$ cat config.mk
export PLATFORM = sky130hd
export DESIGN_NAME = aout_port
export DESIGN_NICKNAME = d
export VERILOG_FILES = /design/src/rtl/aout_pkg.sv /design/src/rtl/aout_timing.sv /design/src/rtl/aout_mute.sv /design/src/rtl/aout_shift.sv /design/src/rtl/aout_port.sv
export SDC_FILE = /design/constraint.sdc
export NUM_CORES = 1
export LEC_CHECK = 0
export ABC_AREA = 1
export CAP_MARGIN = 20
export CORE_ASPECT_RATIO = 0.9
export CORE_MARGIN = 1
export CORE_UTILIZATION = 25
export CTS_BUF_LIST = sky130_fd_sc_hd__clkbuf_2 sky130_fd_sc_hd__clkbuf_4 sky130_fd_sc_hd__clkbuf_8
export CTS_CLUSTER_SIZE = 10
export DETAILED_ROUTE_END_ITERATION = 10
export SETUP_SLACK_MARGIN = 0.15
export SYNTH_ARGS = -nofsm -noshare
export SYNTH_HDL_FRONTEND = slang
export SYNTH_SLANG_ARGS = --single-unit
$ cat constraint.sdc
create_clock -name clk_i -period 6.5 [get_ports clk_i]
set_input_delay 1.3 -clock clk_i [delete_from_list [all_inputs] [get_ports clk_i]]
set_output_delay 1.3 -clock clk_i [all_outputs]
set_load 0.01 [all_outputs]
$ cat src/rtl/aout_pkg.sv
package aout_pkg;

  localparam int NARROW_W = 16;

  typedef enum logic [2:0] {
    FMT_RJ16,
    FMT_RJ20,
    FMT_RJ24,
    FMT_LJ16,
    FMT_I2S
  } fmt_e;

  function automatic fmt_e fmt_decode(input logic [1:0] straps, input logic i2s);
    if (i2s) return FMT_I2S;
    case (straps)
      2'b00:   return FMT_RJ16;
      2'b01:   return FMT_RJ20;
      2'b10:   return FMT_RJ24;
      default: return FMT_LJ16;
    endcase
  endfunction

endpackage

$ cat src/rtl/aout_timing.sv
// Word timing: slot events from the internal divider or from synchronized external clocks.
module aout_timing #(
  parameter  int CH_SLOTS    = 32,
  parameter  int SYS_PER_BIT = 8,
  localparam int BIT_LW      = $clog2(SYS_PER_BIT),
  localparam int SL_LW       = $clog2(CH_SLOTS),
  localparam int CNT_W       = BIT_LW + SL_LW + 1,
  localparam int SLOT_BW     = SL_LW + 1
) (
  input  logic               clk_i,
  input  logic               rst_ni,
  input  logic               slave_i,
  input  logic               i2s_i,
  input  logic               ext_frm_i,
  input  logic               ext_bck_i,
  output logic               ev_o,
  output logic [SLOT_BW-1:0] slot_o,
  output logic               ch_o,
  output logic               m_frm_o,
  output logic               m_bck_o
);

  // master divider; resets to all ones so the first edge opens slot 0 of the left word
  logic [CNT_W-1:0] cnt_q, cnt_nx;
  logic             m_ev, m_ch;
  logic [SLOT_BW-1:0] m_slot;

  assign cnt_nx = cnt_q + 1'b1;
  assign m_ev   = (cnt_nx[BIT_LW-1:0] == '0);
  assign m_ch   = cnt_nx[CNT_W-1];
  assign m_slot = {1'b0, cnt_nx[BIT_LW +: SL_LW]};

  always_ff @(posedge clk_i or negedge rst_ni) begin
    if (!rst_ni) begin
      cnt_q   <= '1;
      m_bck_o <= 1'b0;
      m_frm_o <= 1'b0;
    end else begin
      cnt_q   <= cnt_nx;
      m_bck_o <= ~slave_i & cnt_nx[BIT_LW-1];
      m_frm_o <= ~slave_i & (i2s_i ? m_ch : ~m_ch);
    end
  end

  // slave: synchronize, then count falls since the last channel change
  logic [2:0]         b_sync;
  logic [1:0]         f_sync;
  logic               ch_last_q, s_fall, s_ch;
  logic [SLOT_BW-1:0] s_slot_q, s_slot_nx;

  assign s_fall    = b_sync[2] & ~b_sync[1];
  assign s_ch      = i2s_i ? f_sync[1] : ~f_sync[1];
  assign s_slot_nx = (s_ch != ch_last_q) ? '0 :
                     (&s_slot_q)         ? s_slot_q : s_slot_q + 1'b1;

  always_ff @(posedge clk_i or negedge rst_ni) begin
    if (!rst_ni) begin
      b_sync    <= '0;
      f_sync    <= '0;
      ch_last_q <= 1'b1;
      s_slot_q  <= '1;
    end else begin
      b_sync <= {b_sync[1:0], ext_bck_i};
      f_sync <= {f_sync[0], ext_frm_i};
      if (slave_i && s_fall) begin
        ch_last_q <= s_ch;
        s_slot_q  <= s_slot_nx;
      end
    end
  end

  assign ev_o   = slave_i ? s_fall    : m_ev;
  assign slot_o = slave_i ? s_slot_nx : m_slot;
  assign ch_o   = slave_i ? s_ch      : m_ch;

endmodule

$ cat src/rtl/aout_mute.sv
// Word-aligned zero forcing: warm-up words after reset, then mute_i sampled per word.
module aout_mute #(
  parameter  int WARM_WORDS = 8,
  localparam int WC_W       = $clog2(WARM_WORDS + 1)
) (
  input  logic clk_i,
  input  logic rst_ni,
  input  logic word_start_i,
  input  logic mute_i,
  output logic zero_o
);

  logic [WC_W-1:0] wcnt_q;
  logic            mute_q, warm;

  assign warm   = (wcnt_q < WC_W'(WARM_WORDS));
  assign zero_o = word_start_i ? (mute_i | warm) : mute_q;

  always_ff @(posedge clk_i or negedge rst_ni) begin
    if (!rst_ni) begin
      wcnt_q <= '0;
      mute_q <= 1'b1;
    end else if (word_start_i) begin
      mute_q <= mute_i | warm;
      if (warm) wcnt_q <= wcnt_q + 1'b1;
    end
  end

endmodule

$ cat src/rtl/aout_shift.sv
// Per-slot bit selection from the latched word; layout set by the decoded format.
module aout_shift import aout_pkg::*; #(
  parameter  int SMP_W    = 20,
  parameter  int MAX_W    = 24,
  parameter  int CH_SLOTS = 32,
  localparam int SL_LW    = $clog2(CH_SLOTS),
  localparam int SLOT_BW  = SL_LW + 1
) (
  input  logic               clk_i,
  input  logic               rst_ni,
  input  logic               ev_i,
  input  logic [SLOT_BW-1:0] slot_i,
  input  logic               ch_i,
  input  logic               zero_i,
  input  fmt_e               fmt_i,
  input  logic [SMP_W-1:0]   left_i,
  input  logic [SMP_W-1:0]   right_i,
  output logic               dat_o
);

  logic [SMP_W-1:0]   word_q, cur_w;
  logic [MAX_W-1:0]   aligned, shifted;
  logic [SLOT_BW-1:0] st, wd, off;
  logic               first, vld, bit_nx;

  assign first = (slot_i == '0);
  assign cur_w = first ? (ch_i ? right_i : left_i) : word_q;
  assign aligned = MAX_W'(cur_w) << (MAX_W - SMP_W);

  always_comb begin
    unique case (fmt_i)
      FMT_RJ16: begin st = SLOT_BW'(CH_SLOTS - NARROW_W); wd = SLOT_BW'(NARROW_W); end
      FMT_RJ20: begin st = SLOT_BW'(CH_SLOTS - SMP_W);    wd = SLOT_BW'(SMP_W);    end
      FMT_RJ24: begin st = SLOT_BW'(CH_SLOTS - MAX_W);    wd = SLOT_BW'(MAX_W);    end
      FMT_LJ16: begin st = '0;                            wd = SLOT_BW'(NARROW_W); end
      default:  begin st = SLOT_BW'(1);                   wd = SLOT_BW'(NARROW_W); end
    endcase
  end

  assign off     = slot_i - st;
  assign vld     = (slot_i >= st) && (off < wd) && (slot_i < SLOT_BW'(CH_SLOTS));
  assign shifted = aligned << off;
  assign bit_nx  = vld & ~zero_i & shifted[MAX_W-1];

  always_ff @(posedge clk_i or negedge rst_ni) begin
    if (!rst_ni) begin
      word_q <= '0;
      dat_o  <= 1'b0;
    end else if (ev_i) begin
      dat_o <= bit_nx;
      if (first) word_q <= cur_w;
    end
  end

endmodule

$ cat src/rtl/aout_port.sv
module aout_port import aout_pkg::*; #(
  parameter int SMP_W       = 20,
  parameter int MAX_W       = 24,
  parameter int CH_SLOTS    = 32,
  parameter int SYS_PER_BIT = 8,
  parameter int WARM_WORDS  = 8
) (
  input  logic             clk_i,
  input  logic             rst_ni,
  input  logic [1:0]       fmt_i,
  input  logic             i2s_i,
  input  logic             slave_i,
  input  logic             thru_i,
  input  logic             mute_i,
  input  logic [SMP_W-1:0] left_i,
  input  logic [SMP_W-1:0] right_i,
  input  logic             ext_frm_i,
  input  logic             ext_bck_i,
  input  logic             in_frm_i,
  input  logic             in_bck_i,
  input  logic             in_dat_i,
  output logic             frm_o,
  output logic             bck_o,
  output logic             dat_o,
  output logic             clk_oe_o
);

  localparam int SLOT_BW = $clog2(CH_SLOTS) + 1;

  fmt_e               fmt;
  logic               ev, ch, zero, m_frm, m_bck, ser_dat;
  logic [SLOT_BW-1:0] slot;

  assign fmt = fmt_decode(fmt_i, i2s_i);

  aout_timing #(.CH_SLOTS(CH_SLOTS), .SYS_PER_BIT(SYS_PER_BIT)) u_timing (
    .clk_i, .rst_ni, .slave_i, .i2s_i, .ext_frm_i, .ext_bck_i,
    .ev_o(ev), .slot_o(slot), .ch_o(ch), .m_frm_o(m_frm), .m_bck_o(m_bck)
  );

  aout_mute #(.WARM_WORDS(WARM_WORDS)) u_mute (
    .clk_i, .rst_ni, .word_start_i(ev && slot == '0), .mute_i, .zero_o(zero)
  );

  aout_shift #(.SMP_W(SMP_W), .MAX_W(MAX_W), .CH_SLOTS(CH_SLOTS)) u_shift (
    .clk_i, .rst_ni, .ev_i(ev), .slot_i(slot), .ch_i(ch), .zero_i(zero),
    .fmt_i(fmt), .left_i, .right_i, .dat_o(ser_dat)
  );

  assign frm_o    = thru_i ? in_frm_i : m_frm;
  assign bck_o    = thru_i ? in_bck_i : m_bck;
  assign dat_o    = thru_i ? (in_dat_i & ~mute_i & rst_ni) : ser_dat;
  assign clk_oe_o = thru_i | ~slave_i;

endmodule

==> impl_results.md, run 1 <==
* Status: finished clean
* RSZ-0062 raised after global routing: false
* Share of layout cells above drive strength 1 at 8.630%
* DR pass1 iterations at 5
* Max transition margin at 45.66%
* Slew Viols, Final at 0
* EDFF count, synth at 0
* Ant. Diodes at 0
* Syn Inst Count at 484
* IO Pins at 57
* Most common flop cell mapped by yosys: dfrtp_1
* Post-DP Area at 3993 um^2
* CP endpoint kind: flip-flop
* Clk_skew at 0.005881 ns
* Count leader, synth: nand2_1
* # fillers at 1400
* Syn avg cell area at 6.835 um^2
* TritonCTS clock tree: yes
* Hold buffer count at CTS at 0
* TritonCTS buffer count at 5
* Max stage delay cell, worst path: clkdlybuf4s50_1
* Worst-path maximum fanout at 42
* HPWL after detailed placement at 6535 um
* Worst setup SP type: input port
* Worst-Skew Late Latency at 0.30 ns
* Top cells by area, synth: dfrtp_1 (24%), nand2_1 (18%), nand3_1 (15%)
* Sw Share at 34.89%
* Vias in the first global route at 2943
* Die Area at 13700 um^2
* Type of the worst setup path: in2reg
* Clock-pin transition on the worst setup and hold timing paths at 0.09 ns
* R2R setup slack at 3.08 ns
* Final setup fails at 0
* Pin count of the biggest net entering global routing at 50
* P_int at 627.1 uW
* GRT Util Overall at 12.88%
* Worst-path cell chain: clkdlybuf4s50_1 > inv_1 > nand2_1 > nand2_4 > nor2_8 > nand3_2 > nor2_2 > buf_4 > inv_2 > nand2_1 > nand2_1 > nor3b_1 > nand2_1 > a21oi_1 > nand2_1 > nand2_1
* Synthesis-to-finish area growth at 24.02%
* Row cnt at 39
* Worst EP arrival at 4.59 ns
* Share of the synthesized area in the top cell type at 24.21%
* Starting density of the core at 25.88%
* Hold Crit Class: reg2reg
* Drt wl/cell at 12.11 um
* Highest ir drop seen on vdd at 0.1492 mV
* Part of the power in registers at 43.3%
* Fmax at 230.5 MHz
* Die X at 123.3 um
* CP top delay family: simple AND/OR/NAND/NOR gates
* Final Instance Area at 4103 um^2
* Post-synth top cells: nand2_1 (157), nand3_1 (96), inv_1 (53)
* Leakage at 1.930 nW
* Power per Cell Area at 234.7 nW/um^2
* Worst R2R Start: u_timing.cnt_q[0]
* Clock Power Share at 23.0%
* Detailed-route via count at 3175
* First-pass GRT wire length at 14050 um
* Req. time, crit path at 6.75 ns
* Starting DRT DRC Count at 191
* Net Sw Power at 336.0 uW
* CTS max path bufs at 2
* Worst hold margin at 0.3564 ns
* Buf/Inv on CP at 4
* DRC violations left at 0
* Worst slew pin tran at 0.8131 ns
* Comb power frac at 33.7%
* CP dominant cell by count: nand2_1
* #FFs+latches synth at 49
* Initial antenna violation count at 0
* Via density at 4.555
* CTS sink count at 49
* Synth Net Count at 547
* Area leader, netlist: dfrtp_1
* # nets final at 595
* IO buf count at 56
* Post-synth cell types at 33
* Placement Setup Slack at 1.868 ns
* Hold Crit Depth at 0
* Reg-to-reg endpoint: u_shift.dat_o
* Routed wire length at 8438 um
* Post-CTS Setup Inserts at 0
* Htree depth at 2
* Register area share after synthesis at 37.71%
* Max-cap violations at 0
* Final hold vios at 0
* R2R depth at 18
* Hold Crit Endpoint: u_timing.f_sync[1]
* Synthesized area at 3308 um^2
* Core ar. at 12780 um^2
* Total Neg Setup Slack at 0 ns
* Final Core Density at 32.09%
* Post-CTS Resized at 0
* Syn. warnings at 0
* Ys async rst share at 100.0%
* Delay of the slowest critical-path stage at 0.80 ns
* Total congestion overflow at 0
* Clock period minus final worst setup slack at 4.339 ns
* Min-delay src: u_timing.f_sync[0]
* Final ANT Viol Nets at 0
* Root buffer cell: clkbuf_8
* Placer congestion estimate at 0.8415
* Die Y at 111.1 um
* Critical path origin: slave_i
* Final cycle utilization of the critical path at 66.76%
* Fin worst setup slack at 2.161 ns
[logic make-up after synthesis]
group	share of synthesized area, %
AND/OR/NAND/NOR	38.65
buffers and inverters	9.682
flip-flops	37.71
AO/OA/AOI/OAI	7.716
adder cells (fa/ha/maj)	3.782
XOR/XNOR	2.118
multiplexers	0.3404
[cell type report]
| cell class | count | area, um^2 | share of cell area [%] |
|---|---|---|---|
| Timing Repair Buffer | 58 | 570.5 | 13.91 |
| Multi-Input combinational cell | 357 | 1740 | 42.42 |
| Clock buffer | 5 | 68.82 | 1.677 |
| Sequential cell | 49 | 1247 | 30.41 |
| Inverter | 61 | 229.0 | 5.581 |
| Tap cell | 164 | 205.2 | 5.002 |
| Clock inverter | 3 | 41.29 | 1.006 |
[registers in the layout, indices dropped and copies added (netlist names)]
signal	cells
u_timing.ch_last_q	1
u_mute.wcnt_q	4
u_timing.f_sync	2
u_timing.cnt_q	9
u_shift.word_q	20
u_shift.dat_o	1
u_mute.mute_q	1
u_timing.s_slot_q	6
u_timing.m_frm_o	1
u_timing.b_sync	3
u_timing.m_bck_o	1
[per-stage QoR]
| step | power (mW) | instances |
|---|---|---|
| final | 0.9631 | 697 |
| after global routing | 1.038 | 697 |
| after CTS | 0.9732 | 697 |
| after detailed placement | 0.7479 | 689 |
| after global placement | 0.7425 | 689 |
| after floorplan | 0.6476 | 484 |
[cells in the final DEF, fill, tap and decap left out, drive strengths merged, types with 2 or more instances in the layout]
master / Yosys / final
o21ai: 39 / 39
nand2: 160 / 160
clkbuf: 6 / 5
clkdlybuf4s50: 0 / 55
nand4: 3 / 3
a21oi: 3 / 3
ha: 10 / 10
inv: 61 / 61
xor2: 4 / 4
xnor2: 4 / 4
dfrtp: 32 / 32
dfstp: 17 / 17
nand3: 98 / 98
nor2: 25 / 25
o21a: 2 / 2
buf: 11 / 3
[power by group through the flow]
| stage | Sequential (mW) | Clock [mW] | Combinational [mW] |
|---|---|---|---|
| after global routing | 0.425 | 0.239 | 0.374 |
| after global placement | 0.421 | 0 | 0.321 |
| after detailed placement | 0.421 | 0 | 0.327 |
| final | 0.417 | 0.221 | 0.325 |
| after floorplan | 0.408 | 0 | 0.239 |
| after CTS | 0.417 | 0.228 | 0.328 |
[worst max-delay path by stage]
| stage | to | cells after the start | slack (ns) |
|---|---|---|---|
| detailed placement | u_shift.dat_o | 16 | 1.87 |
| floorplan | u_shift.dat_o | 21 | 3.00 |
| global placement | u_shift.dat_o | 16 | 1.96 |
| CTS | u_shift.dat_o | 16 | 2.18 |
| global route | u_shift.dat_o | 16 | 1.78 |
| finish | u_shift.dat_o | 16 | 2.16 |
[metal layers]
metal	vias to the layer above	wire length [um]	global-route usage [%]	part of all wire, %
met3	10	336	1.903	4.0
li1	1640	-	-	-
met4	0	104	3.213	1.2
met5	-	0	0	0
met2	63	3996	20.86	47
met1	1462	4001	17.76	47
Note: power is estimated with default switching activity, not from simulation.
==> run 2, diff against run 1 <==
- clock period: 6.5 -> 3.7 ns (I/O delays scaled with it)
==> run 2 against run 1 <==
Against the previous run: core utilization is 0.61 points higher; combinational power is 85% higher; power is 74% higher; first-iteration DRC count is 3.1% higher; flip-flop and latch count stayed put; clock skew is 0.0044 ns higher; hold slack better by 0.0030 ns; sequential power is 75% higher; via count is 2.3% higher; largest power group unchanged.
==> impl_results.md, run 2 (synthesis gave the netlist of run 1 again) <==
* GRT Util Overall at 13.49%
* Final cycle utilization of the critical path at 83.43%
* Req. time, crit path at 3.95 ns
* Htree depth at 2
* Detailed-route via count at 3248
* Clock-pin transition on the worst setup and hold timing paths at 0.10 ns
* Die Area at 13700 um^2
* RSZ-0062 raised after global routing: false
* Share of layout cells above drive strength 1 at 10.83%
* Total power at 1.674 mW
* Ant. Diodes at 0
* Max transition margin at 57.93%
* Root buffer cell: clkbuf_8
* Die Y at 111.1 um
* Power per Cell Area at 400.4 nW/um^2
* First-pass GRT wire length at 14820 um
* Highest ir drop seen on vdd at 0.1904 mV
* Vias in the first global route at 3213
* CTS sink count at 49
* Worst-Skew Late Latency at 0.31 ns
* Min-delay src: u_timing.b_sync[0]
* # nets final at 607
* Post-CTS Setup Inserts at 0
* Worst EP arrival at 3.34 ns
* Row cnt at 39
* Final setup fails at 0
* TritonCTS buffer count at 5
* R2R depth at 20
* Hold Crit Depth at 0
* Fmax at 324.0 MHz
* Most frequent cells in the layout: nand2_1 (157), nand3_1 (96), clkdlybuf4s50_1 (54)
* Worst slew pin tran at 0.6311 ns
* DR pass1 iterations at 5
* DRC violations left at 0
* Total Neg Setup Slack at 0 ns
* Worst setup SP type: flip-flop
* Hold buffer count at CTS at 0
* Commonest non-fill, non-tap cell in the layout: nand2_1
* HPWL after detailed placement at 6591 um
* Top flop regs: u_shift.word_q (20), u_timing.cnt_q (9), u_timing.s_slot_q (6)
* CTS max path bufs at 2
* Final ANT Viol Nets at 0
* Status: finished clean
* Die X at 123.3 um
* Type of the worst setup path: reg2reg
* Biggest register: u_shift.word_q
* Hold Crit Class: reg2reg
* Reg-to-reg endpoint: u_shift.dat_o
* Worst R2R Start: u_timing.s_slot_q[1]
* Pin count of the biggest net entering global routing at 50
* Final hold vios at 0
* Synthesis-to-finish area growth at 26.36%
* Placer congestion estimate at 0.8785
* R2R setup slack at 0.61 ns
* Starting DRT DRC Count at 197
* IO buf count at 56
* Via density at 4.581
* Starting density of the core at 25.88%
* TritonCTS clock tree: yes
* Clock period minus final worst setup slack at 3.087 ns
* Drt wl/cell at 12.21 um
* Critical path origin: u_timing.s_slot_q[1]
* IO Pins at 57
* Post-CTS Resized at 0
* Initial antenna violation count at 0
* Cells after DPL at 701
* Max-cap violations at 0
* Worst-path maximum fanout at 6
* Routed wire length at 8654 um
* Non-filler cells, final at 709
* Leakage at 1.995 nW
* Slew Viols, Final at 0
* Max reg flops at 20
* Hold Crit Endpoint: u_timing.b_sync[1]
* Clk_skew at 0.01023 ns
* Core ar. at 12780 um^2
* Total congestion overflow at 0
* CP endpoint kind: flip-flop
## run 2: worst max path at each step
stage                          to  slack, ns
finish              u_shift.dat_o       0.61
floorplan           u_shift.dat_o       0.76
CTS                 u_shift.dat_o       0.39
global route        u_shift.dat_o       0.36
detailed placement  u_shift.dat_o       0.07
global placement    u_shift.dat_o       0.19
## run 2: where the power goes
| group | leakage (nW) | total [mW] | internal (mW) | switching, mW |
|---|---|---|---|---|
| Combinational | 1.38 | 0.601 | 0.253 | 0.348 |
| Clock | 0.0487 | 0.344 | 0.138 | 0.206 |
| Sequential | 0.563 | 0.729 | 0.670 | 0.0591 |
## run 2: final cells by class
cell class                      instances  area, um^2
Inverter                               61       229.0
Sequential cell                        49        1247
Clock inverter                          3       26.28
Clock buffer                            5       68.82
Fill cell                            1405        8605
Tap cell                              164       205.2
Multi-Input combinational cell        357        1740
Timing Repair Buffer                   70       663.1
## run 2: critical path, stage by stage, from the launching register on
cell	delay (ns)
dfstp_2	0.59
ha_1	0.24
nand3_1	0.12
nor2_1	0.15
nand2_1	0.07
nand2_1	0.09
nand3_1	0.08
nand2_2	0.07
inv_1	0.04
ha_1	0.19
nand2_1	0.08
nand2_1	0.08
a21boi_1	0.17
nor2_1	0.08
ha_1	0.27
a211o_1	0.29
nor2_1	0.10
nand3_1	0.08
a21oi_1	0.12
nand2_1	0.06
nand2_1	0.05
## run 2: stage by stage
step | area, um^2 | setup WS, ns | util, % | hold slack, ns
2_1_floorplan | 3308 | 0.7550 | - | 0.3312
3_3_place_gp | 4083 | 0.1938 | 31.93 | 0.3340
3_5_place_dp | 4083 | 0.06896 | 31.93 | 0.3370
4_1_cts | 4178 | 0.3880 | 32.68 | 0.3625
5_1_grt | 4180 | 0.3580 | 32.70 | 0.3707
6_report | 4180 | 0.6131 | 32.70 | 0.3595
## run 2: metal layers
layer / vias up / GRT usage [%] / part of all wire, %
met2: 59 / 22.53 / 47
li1: 1669 / - / -
met3: 12 / 2.058 / 3.0
met4: 0 / 3.855 / 1.5
met5: - / 0 / 0
met1: 1508 / 17.77 / 48
